$ cat config.mk
export PLATFORM = sky130hd
export DESIGN_NAME = cal_sched
export DESIGN_NICKNAME = d
export VERILOG_FILES = /design/src/rtl/cal_sched_pkg.sv /design/src/rtl/cal_pin_edge.sv /design/src/rtl/cal_down_cnt.sv /design/src/rtl/cal_sched.sv
export SDC_FILE = /design/constraint.sdc
export NUM_CORES = 1
export LEC_CHECK = 0
export BUFFER_PORTS_ARGS = -buffer_cell sky130_fd_sc_hd__buf_4
export CAP_MARGIN = 15
export CORE_MARGIN = 1
export CORE_UTILIZATION = 55
export DETAILED_ROUTE_END_ITERATION = 8
export PLACE_DENSITY = 0.78
export SLEW_MARGIN = 20
export SYNTH_ARGS = -nofsm -noshare
export SYNTH_HDL_FRONTEND = slang
export SYNTH_SLANG_ARGS = --single-unit
$ cat constraint.sdc
create_clock -name clk -period 2.29 [get_ports clk]
set_input_delay 0.1145 -clock clk [delete_from_list [all_inputs] [get_ports clk]]
set_output_delay 0.1145 -clock clk [all_outputs]
set_load 0.02 [all_outputs]
$ cat src/rtl/cal_sched_pkg.sv
package cal_sched_pkg;
  typedef enum logic [1:0] {
    PH_IDLE  = 2'd0,
    PH_PWAIT = 2'd1,
    PH_CAL   = 2'd2,
    PH_CONV  = 2'd3
  } phase_e;
endpackage

$ cat src/rtl/cal_pin_edge.sv
// Synchronises an asynchronous active-low pin and flags its rising edge.
module cal_pin_edge #(
  parameter int STAGES = 2
) (
  input  logic clk,
  input  logic rst_n,
  input  logic pin_n,
  output logic rise
);
  logic [STAGES-1:0] sync_q;
  logic              prev_q;

  genvar g;
  generate
    for (g = 0; g < STAGES; g++) begin : g_stage
      if (g == 0) begin : g_first
        always_ff @(posedge clk or negedge rst_n)
          if (!rst_n) sync_q[0] <= 1'b1;
          else        sync_q[0] <= pin_n;
      end else begin : g_next
        always_ff @(posedge clk or negedge rst_n)
          if (!rst_n) sync_q[g] <= 1'b1;
          else        sync_q[g] <= sync_q[g-1];
      end
    end
  endgenerate

  always_ff @(posedge clk or negedge rst_n)
    if (!rst_n) prev_q <= 1'b1;
    else        prev_q <= sync_q[STAGES-1];

  assign rise = sync_q[STAGES-1] & ~prev_q;
endmodule

$ cat src/rtl/cal_down_cnt.sv
// Loadable down-counter that parks at zero.
module cal_down_cnt #(
  parameter int          W       = 16,
  parameter logic [W-1:0] RST_VAL = '0
) (
  input  logic         clk,
  input  logic         rst_n,
  input  logic         load,
  input  logic [W-1:0] load_val,
  output logic         zero
);
  logic [W-1:0] cnt_q;

  always_ff @(posedge clk or negedge rst_n)
    if (!rst_n)               cnt_q <= RST_VAL;
    else if (load)            cnt_q <= load_val;
    else if (cnt_q != '0)     cnt_q <= cnt_q - 1'b1;

  assign zero = (cnt_q == '0);
endmodule

$ cat src/rtl/cal_sched.sv
module cal_sched
  import cal_sched_pkg::*;
#(
  parameter int WAIT_CYCLES = 42425,
  parameter int CAL_CYCLES  = 168,
  parameter int CONV_CYCLES = 17,
  parameter int CFG_W       = 8,
  parameter int CAL_BIT     = 1,
  parameter int SYNC_STAGES = 2
) (
  input  logic             clk,
  input  logic             rst_n,
  input  logic             pwr_fail,
  input  logic             cal_n,
  input  logic             cfg_we,
  input  logic [CFG_W-1:0] cfg_wdata,
  input  logic             conv_req,
  output logic             busy_n,
  output logic             cal_active,
  output logic             cal_kick,
  output logic             conv_kick,
  output logic [1:0]       phase
);
  localparam int MAX_LEN = (WAIT_CYCLES > CAL_CYCLES)
                         ? ((WAIT_CYCLES > CONV_CYCLES) ? WAIT_CYCLES : CONV_CYCLES)
                         : ((CAL_CYCLES > CONV_CYCLES) ? CAL_CYCLES : CONV_CYCLES);
  localparam int CW = $clog2(MAX_LEN + 1);
  localparam logic [CW-1:0] WAIT_LD = CW'(WAIT_CYCLES - 1);
  localparam logic [CW-1:0] CAL_LD  = CW'(CAL_CYCLES - 1);
  localparam logic [CW-1:0] CONV_LD = CW'(CONV_CYCLES - 1);

  phase_e          ph_q, ph_d;
  logic            pin_rise, cal_req, cnt_zero, load;
  logic [CW-1:0]   load_val;
  logic            cal_kick_q, conv_kick_q;

  cal_pin_edge #(.STAGES(SYNC_STAGES)) u_pin (
    .clk(clk), .rst_n(rst_n), .pin_n(cal_n), .rise(pin_rise)
  );

  cal_down_cnt #(.W(CW), .RST_VAL(WAIT_LD)) u_cnt (
    .clk(clk), .rst_n(rst_n), .load(load), .load_val(load_val), .zero(cnt_zero)
  );

  // A register write carries a one-shot request; nothing is stored.
  assign cal_req = pin_rise | (cfg_we & cfg_wdata[CAL_BIT]);

  always_comb begin
    ph_d     = ph_q;
    load     = 1'b0;
    load_val = '0;
    if (pwr_fail) begin
      ph_d = PH_PWAIT; load = 1'b1; load_val = WAIT_LD;
    end else begin
      unique case (ph_q)
        PH_PWAIT: begin
          // requests here merge into the pending calibration
          if (cnt_zero) begin
            ph_d = PH_CAL; load = 1'b1; load_val = CAL_LD;
          end
        end
        PH_CAL: begin
          if (cal_req) begin
            ph_d = PH_CAL; load = 1'b1; load_val = CAL_LD;
          end else if (cnt_zero) begin
            ph_d = PH_CONV; load = 1'b1; load_val = CONV_LD;
          end
        end
        PH_CONV: begin
          if (cal_req) begin
            ph_d = PH_CAL; load = 1'b1; load_val = CAL_LD;
          end else if (cnt_zero) begin
            ph_d = PH_IDLE;
          end
        end
        default: begin
          if (cal_req) begin
            ph_d = PH_CAL; load = 1'b1; load_val = CAL_LD;
          end else if (conv_req) begin
            ph_d = PH_CONV; load = 1'b1; load_val = CONV_LD;
          end
        end
      endcase
    end
  end

  always_ff @(posedge clk or negedge rst_n)
    if (!rst_n) begin
      ph_q        <= PH_PWAIT;
      cal_kick_q  <= 1'b0;
      conv_kick_q <= 1'b0;
    end else begin
      ph_q        <= ph_d;
      cal_kick_q  <= load & (ph_d == PH_CAL);
      conv_kick_q <= load & (ph_d == PH_CONV);
    end

  assign phase      = ph_q;
  assign busy_n     = (ph_q == PH_IDLE);
  assign cal_active = (ph_q == PH_CAL);
  assign cal_kick   = cal_kick_q;
  assign conv_kick  = conv_kick_q;
endmodule

==> results of run 1 <==
-- timing repair --
item,4_1_cts,5_1_grt
resized for setup,0,0
endpoints found under the hold margin,24,0
hold buffers,2,0
-- path summary, 6_finish.rpt --
check,startpoint,to,cells past startpoint
max,u_cnt.cnt_q[0],u_cnt.cnt_q[12],7
min reg2reg,u_pin.sync_q[0],u_pin.sync_q[1],0
max reg2reg,u_cnt.cnt_q[0],u_cnt.cnt_q[12],7
min in group asynchronous,rst_n,u_cnt.cnt_q[9],2
min,pwr_fail,phase[1],2
max in group asynchronous,rst_n,phase[0],2
-- flip-flops by register name (all words and copies together), names as in the netlist --
signal,count
u_pin.sync_q,2
phase,2
cal_kick,1
conv_kick,1
u_pin.prev_q,1
u_cnt.cnt_q,16
-- power groups by stage --
stage	sequential, mW	combinational (mW)	clock [mW]
2_1_floorplan	0.452	0.0551	0
3_3_place_gp	0.455	0.0798	0
3_5_place_dp	0.457	0.0822	0
4_1_cts	0.451	0.0855	0.195
5_1_grt	0.454	0.0979	0.210
6_report	0.450	0.0846	0.185
-- per-layer routing --
layer	vias up	share of wire (%)	track usage (%)
met2	20	50	38.7
met4	0	0.70	7.14
met5	-	0	0
li1	498	-	-
met1	478	46	29.4
met3	2	2.7	3.70
-- metrics by stage --
stage / std cells / setup slack (ps)
after floorplan: 133 / 402
after global placement: 170 / 293
after detailed placement: 170 / 260
after CTS: 176 / 234
after global routing: 176 / 19.5
final: 176 / 241
-- cell families (layout without fill, tap and decap cells) --
family          count (synthesis)  in the layout  synth area share [%]
flops                          23             23                  46.6
simple gates                   61             61                  26.6
fa+ha+maj                       2              2                  1.98
xor+xnor                       12             12                  8.30
compound gates                 27             27                  14.0
buf+inv                         8             23                  2.47
-- layout make-up --
class | count | area [um2] | share of cell area [%]
Multi-Input combinational cell | 102 | 644 | 44.9
Tap cell | 28 | 35.0 | 2.44
Clock inverter | 1 | 5.00 | 0.349
Sequential cell | 23 | 591 | 41.2
Clock buffer | 3 | 22.5 | 1.57
Inverter | 3 | 11.3 | 0.785
Timing Repair Buffer | 16 | 125 | 8.73
-- cell usage in the layout, fill, tap and decap left out, drive strengths merged --
cell type	synthesis	layout
a21oi	8	8
nand2b	1	1
nor3	7	7
inv	3	3
a211o	2	2
dfrtp	11	11
nor2b	3	3
nor3b	1	1
nand2	6	6
or3	4	4
o21ai	6	6
o32a	1	1
and2	2	2
buf	1	14
or2	3	3
or3b	1	1
a311oi	1	1
dlygate4sd3	0	2
clkbuf	4	3
o21bai	6	6
nand4	3	3
nor4	6	6
nand3b	1	1
xnor2	5	5
nor2	19	19
o31ai	2	2
ha	2	2
nand3	2	2
dfstp	12	12
or4	2	2
xor2	7	7
clkinv	0	1
o21a	1	1
-- critical path, stage by stage (launching register included) --
cell and delay (ps):
sky130_fd_sc_hd__dfrtp_1 430, sky130_fd_sc_hd__inv_1 90, sky130_fd_sc_hd__ha_1 180, sky130_fd_sc_hd__or3b_2 540
sky130_fd_sc_hd__nor4_4 250, sky130_fd_sc_hd__nand2_2 90, sky130_fd_sc_hd__a211o_1 280, sky130_fd_sc_hd__a21oi_2 120
==> impl_metrics.json, run 1 <==
{
  "num_vias": 998,
  "critical_path_startpoint_category": "flop",
  "final_core_utilization_pct": 65.4,
  "finClkSkew_ps": 14.0,
  "numCtsBuffers": 3,
  "synthesis.instances": 133,
  "synth_ff_type": "sky130_fd_sc_hd__dfstp_2",
  "final_cell_area_mm2": 0.00143,
  "cts.htree.levels": 1,
  "finalSetupViolCount": 0,
  "synth-edff-count": 0,
  "first_global_vias": 920,
  "floorplan.initialDensity_pct": 57.8,
  "tmin_final_ps": 2050,
  "antenna-diode-count": 0,
  "synth_top_cell_area_share_pct": 24.9,
  "synth_area_mm2": 0.00127,
  "synth-async-reset-ratio_pct": 100,
  "internal-power_mw": 0.537,
  "synthTopCellsByCount": "19 x sky130_fd_sc_hd__nor2_1, 12 x sky130_fd_sc_hd__dfstp_2, 11 x sky130_fd_sc_hd__dfrtp_1",
  "grt_first_pass_wirelength_um": 4290,
  "placed_area_mm2": 0.00139,
  "critPathArrivalTime_ps": 2290,
  "dpl.hpwl_um": 1760,
  "total_power_mw": 0.720,
  "synth_nets": 149,
  "final_layout_size_suffix_gt1_share_pct": 25.0,
  "sequential_area_share_after_synthesis_pct": 46.6,
  "synth_top_cells_by_area": "sky130_fd_sc_hd__dfstp_2 25%, sky130_fd_sc_hd__dfrtp_1 22%, sky130_fd_sc_hd__nor2_1 5.6%",
  "hp-class": "in2reg",
  "overall_die_height_um": 50.0,
  "cts_root_buf": "sky130_fd_sc_hd__clkbuf_4",
  "worst_slew_pin_slew_ps": 339,
  "clock_sink_count": 23,
  "seq_power_share_pct": 62.5,
  "timing.final.hold_violations": 0,
  "pwr_density_cell_mw_per_mm2": 502,
  "synth.largest_area_cell": "sky130_fd_sc_hd__dfstp_2",
  "avgSynthCellArea_um2": 9.52,
  "fp.coreArea_mm2": 0.00219,
  "grt_start_max_net_pins": 24,
  "rows": 17,
  "floorplan.die.width_um": 50.0,
  "drt-wirelength-per-cell_um": 13.7,
  "design.die.area_mm2": 0.00250,
  "grt_setup_unrepaired": "no",
  "placement.io_buffers": 12,
  "power_switching_mw": 0.184,
  "yosys.cell_count.top_type": "sky130_fd_sc_hd__nor2_1",
  "worst_skew_pair_latency_ps": 310,
  "vdd.ir_drop.worst_v": 0.000344,
  "avgViaCountPerCell": 5.67,
  "post-cts-setup-buffer-count": 0,
  "flow.area_growth_from_synthesis_pct": 13.2,
  "max_slew_headroom_pct": 77.2,
  "netSwitchingFraction_pct": 25.5,
  "max_freq_mhz": 488,
  "post_synth_num_cell_types": 36,
  "whs_ps": 101,
  "gp_routability_congestion": 0.817,
  "timing.final.crit_share_pct": 89.5,
  "detailedRoute.firstIterationViolations": 12,
  "finalNetCount": 165,
  "ys_ff_latch": 23,
  "number_of_top_level_pins": 20,
  "slew_viol_final": 0,
  "tritoncts_clock_tree": "done",
  "ant_nets": 0,
  "route.detailed.drc": 0,
  "outcome": "finished, final reports clean",
  "final.fill_count": 186,
  "drv_cap": 0,
  "cts_max_path_buffers": 2,
  "p_comb_share_pct": 11.7,
  "ys.warnings.count": 0,
  "gr-total-overflow": 0,
  "crit_path_max_fanout": 5,
  "finalSetupTns_ps": 0,
  "r2r_slack_ps": 240,
  "grtUsageTotal_pct": 22.9,
  "p_clk_share_pct": 25.7,
  "clock_transition_at_path_regs_ps": 120,
  "wl_um": 2420,
  "grt_antenna_before_repair": 0,
  "drt_pre_antenna_iters": 4,
  "end_kind": "flop",
  "cp.required_ps": 2530,
  "p_leak_nw": 0.584,
  "critical_setup_path_class": "reg2reg"
}
(Power assumes the default switching activity.)
==> run 2, diff against run 1 <==
--- a/config.mk
+++ b/config.mk
@@ -5,13 +5,13 @@
 export SDC_FILE = /design/constraint.sdc
 export NUM_CORES = 1
 export LEC_CHECK = 0
+export ABC_AREA = 1
 export BUFFER_PORTS_ARGS = -buffer_cell sky130_fd_sc_hd__buf_4
 export CAP_MARGIN = 15
 export CORE_MARGIN = 1
 export CORE_UTILIZATION = 55
 export DETAILED_ROUTE_END_ITERATION = 8
-export PLACE_DENSITY = 0.78
-export SLEW_MARGIN = 20
+export PLACE_DENSITY = 0.77
 export SYNTH_ARGS = -nofsm -noshare
 export SYNTH_HDL_FRONTEND = slang
 export SYNTH_SLANG_ARGS = --single-unit
==> impl_metrics.json, run 2 <==
{
  "outcome": "finished, final reports clean",
  "top_register": "u_cnt.cnt_q",
  "drv_cap": 0,
  "path_cells": "inv_1 > ha_1 > inv_1 > nor2_1 > nand2_1 > nor2_2 > nand2_1 > inv_2 > nand2_2 > inv_2 > nand2_1 > nand2_1",
  "sequential_area_share_after_synthesis_pct": 44.5,
  "seq_power_share_pct": 58.6,
  "final_core_utilization_pct": 66.6,
  "detailedRoute.firstIterationViolations": 35,
  "cpMostUsedCell": "sky130_fd_sc_hd__nand2_1",
  "floorplan.die.width_um": 51.1,
  "mostFrequentLayoutCell": "sky130_fd_sc_hd__nand2_1",
  "p_leak_nw": 0.709,
  "power_switching_mw": 0.229,
  "ys_ff_latch": 23,
  "wl_um": 2660,
  "antenna-diode-count": 0,
  "synth-async-reset-ratio_pct": 100,
  "gr-total-overflow": 0,
  "cts_root_buf": "sky130_fd_sc_hd__clkbuf_4",
  "max_freq_mhz": 527,
  "flow.area_growth_from_synthesis_pct": 12.2,
  "largest_register_ffs": 16,
  "critical_setup_path_class": "reg2reg",
  "end_kind": "flop",
  "grt_setup_unrepaired": "no",
  "postCtsResizedCells": 0,
  "holdBufCountCts": 2,
  "grt_first_pass_wirelength_um": 4370,
  "ys.warnings.count": 0,
  "finClkSkew_ps": 1.87,
  "route.detailed.drc": 0,
  "pwr_density_cell_mw_per_mm2": 531,
  "clock_transition_at_path_regs_ps": 130,
  "floorplan.initialDensity_pct": 59.4,
  "rows": 17,
  "critPathArrivalTime_ps": 2160,
  "worst_skew_pair_latency_ps": 320,
  "hp-class": "in2reg",
  "synth-edff-count": 0,
  "cts.htree.levels": 1,
  "tmin_final_ps": 1900,
  "synth_area_mm2": 0.00133,
  "drt_pre_antenna_iters": 6,
  "max_slew_headroom_pct": 79.7,
  "final_layout_size_suffix_gt1_share_pct": 27.5,
  "crit_path_max_fanout": 9,
  "dpl.hpwl_um": 2020,
  "gp_routability_congestion": 0.822,
  "critical_path_startpoint_category": "flop",
  "finalNetCount": 199,
  "post-cts-setup-buffer-count": 0,
  "grt_start_max_net_pins": 24,
  "fp.coreArea_mm2": 0.00223,
  "p_comb_share_pct": 17.2,
  "worst_slew_pin_slew_ps": 303,
  "netSwitchingFraction_pct": 29.0,
  "finalSetupViolCount": 0,
  "ant_nets": 0,
  "synth_ff_type": "sky130_fd_sc_hd__dfstp_2",
  "critical_path.slowest_cell": "sky130_fd_sc_hd__dfrtp_1",
  "yosys.cell_count.top_type": "sky130_fd_sc_hd__nand2_1",
  "synthTopCellsByCount": "41 x sky130_fd_sc_hd__nand2_1, 20 x sky130_fd_sc_hd__nor2_1, 17 x sky130_fd_sc_hd__inv_1",
  "final_cell_area_mm2": 0.00149,
  "drt-wirelength-per-cell_um": 12.7,
  "cts_max_path_buffers": 2,
  "synth_nets": 181,
  "vdd.ir_drop.worst_v": 0.000572,
  "synth.largest_area_cell": "sky130_fd_sc_hd__dfstp_2",
  "number_of_top_level_pins": 20,
  "synth_top_cell_area_share_pct": 23.8,
  "internal-power_mw": 0.561,
  "clock_sink_count": 23,
  "numCtsBuffers": 3,
  "slew_viol_final": 0,
  "worst_path_largest_cell_delay_ps": 400,
  "num_vias": 1103,
  "tritoncts_clock_tree": "done",
  "total_power_mw": 0.791,
  "post_synth_num_cell_types": 27,
  "grt_antenna_before_repair": 0,
  "avgViaCountPerCell": 5.25,
  "synth_top_cells_by_area": "sky130_fd_sc_hd__dfstp_2 24%, sky130_fd_sc_hd__dfrtp_1 21%, sky130_fd_sc_hd__nand2_1 12%",
  "finalSetupTns_ps": 0,
  "grtUsageTotal_pct": 23.3,
  "most-common-layout-cells": "41 x sky130_fd_sc_hd__nand2_1, 20 x sky130_fd_sc_hd__nor2_1, 17 x sky130_fd_sc_hd__inv_1",
  "cp.required_ps": 2560,
  "first_global_vias": 1009,
  "placed_area_mm2": 0.00144,
  "overall_die_height_um": 51.1,
  "synthesis.instances": 165,
  "timing.final.hold_violations": 0,
  "avgSynthCellArea_um2": 8.04,
  "design.die.area_mm2": 0.00261,
  "p_clk_share_pct": 24.2,
  "placement.io_buffers": 12,
  "timing.final.crit_share_pct": 82.9
}
-- run 2: power groups by stage --
stage / Combinational (mW) / Sequential [mW] / Clock, mW
finish: 0.136 / 0.463 / 0.191
global route: 0.155 / 0.467 / 0.211
CTS: 0.136 / 0.464 / 0.200
detailed placement: 0.132 / 0.471 / 0
global placement: 0.128 / 0.470 / 0
floorplan: 0.0960 / 0.467 / 0
-- run 2: layout make-up --
class | instances | area [um2]
fill | 197 | 746
multi-input combinational | 121 | 649
sequential | 23 | 591
timing repair buffer | 14 | 110
inverter | 20 | 75.1
tap | 28 | 35.0
clock buffer | 3 | 22.5
clock inverter | 1 | 5.00
-- run 2: final timing paths --
path                       cells past startpoint  slack (ps)         endpoint       startpoint
max                                           12         390   u_cnt.cnt_q[0]   u_cnt.cnt_q[0]
min                                            3          50         phase[0]         pwr_fail
max reg2reg                                   12         390   u_cnt.cnt_q[0]   u_cnt.cnt_q[0]
min reg2reg                                    0         370  u_pin.sync_q[1]  u_pin.sync_q[0]
max in group asynchronous                      2        1790   u_cnt.cnt_q[3]            rst_n
min in group asynchronous                      2         220  u_cnt.cnt_q[11]            rst_n
-- run 2: routing by layer --
layer | GRT usage, % | vias up | share of wire, %
met2 | 42.1 | 31 | 51
met1 | 27.0 | 516 | 43
met4 | 5.56 | 0 | 0.83
met5 | 0 | - | 0
met3 | 6.25 | 4 | 5.8
li1 | - | 552 | -
-- run 2: critical path: cells and delay by family (launching register included) --
kind	cells	cell delay, ps
buffers and inverters	4	510
DFF	1	400
adders and majority gates	1	180
and+or+nand+nor	7	750
-- run 2: cell families after synthesis --
group | after synthesis | share of synthesized area (%)
xor gates and xnor gates | 10 | 6.60
and+or+nand+nor | 91 | 33.0
AOI/OAI and AO/OA | 18 | 7.45
adders and majority gates | 2 | 1.89
DFF | 23 | 44.5
buffers and inverters | 21 | 6.51
-- run 2: per-stage QoR --
step / setup WS [ps] / hold WS (ps) / cells
after floorplan: 674 / -181 / 165
after global placement: 460 / 18.4 / 204
after detailed placement: 435 / 25.6 / 204
after CTS: 398 / 38.7 / 210
after global routing: 219 / 44.4 / 210
final: 392 / 45.8 / 210
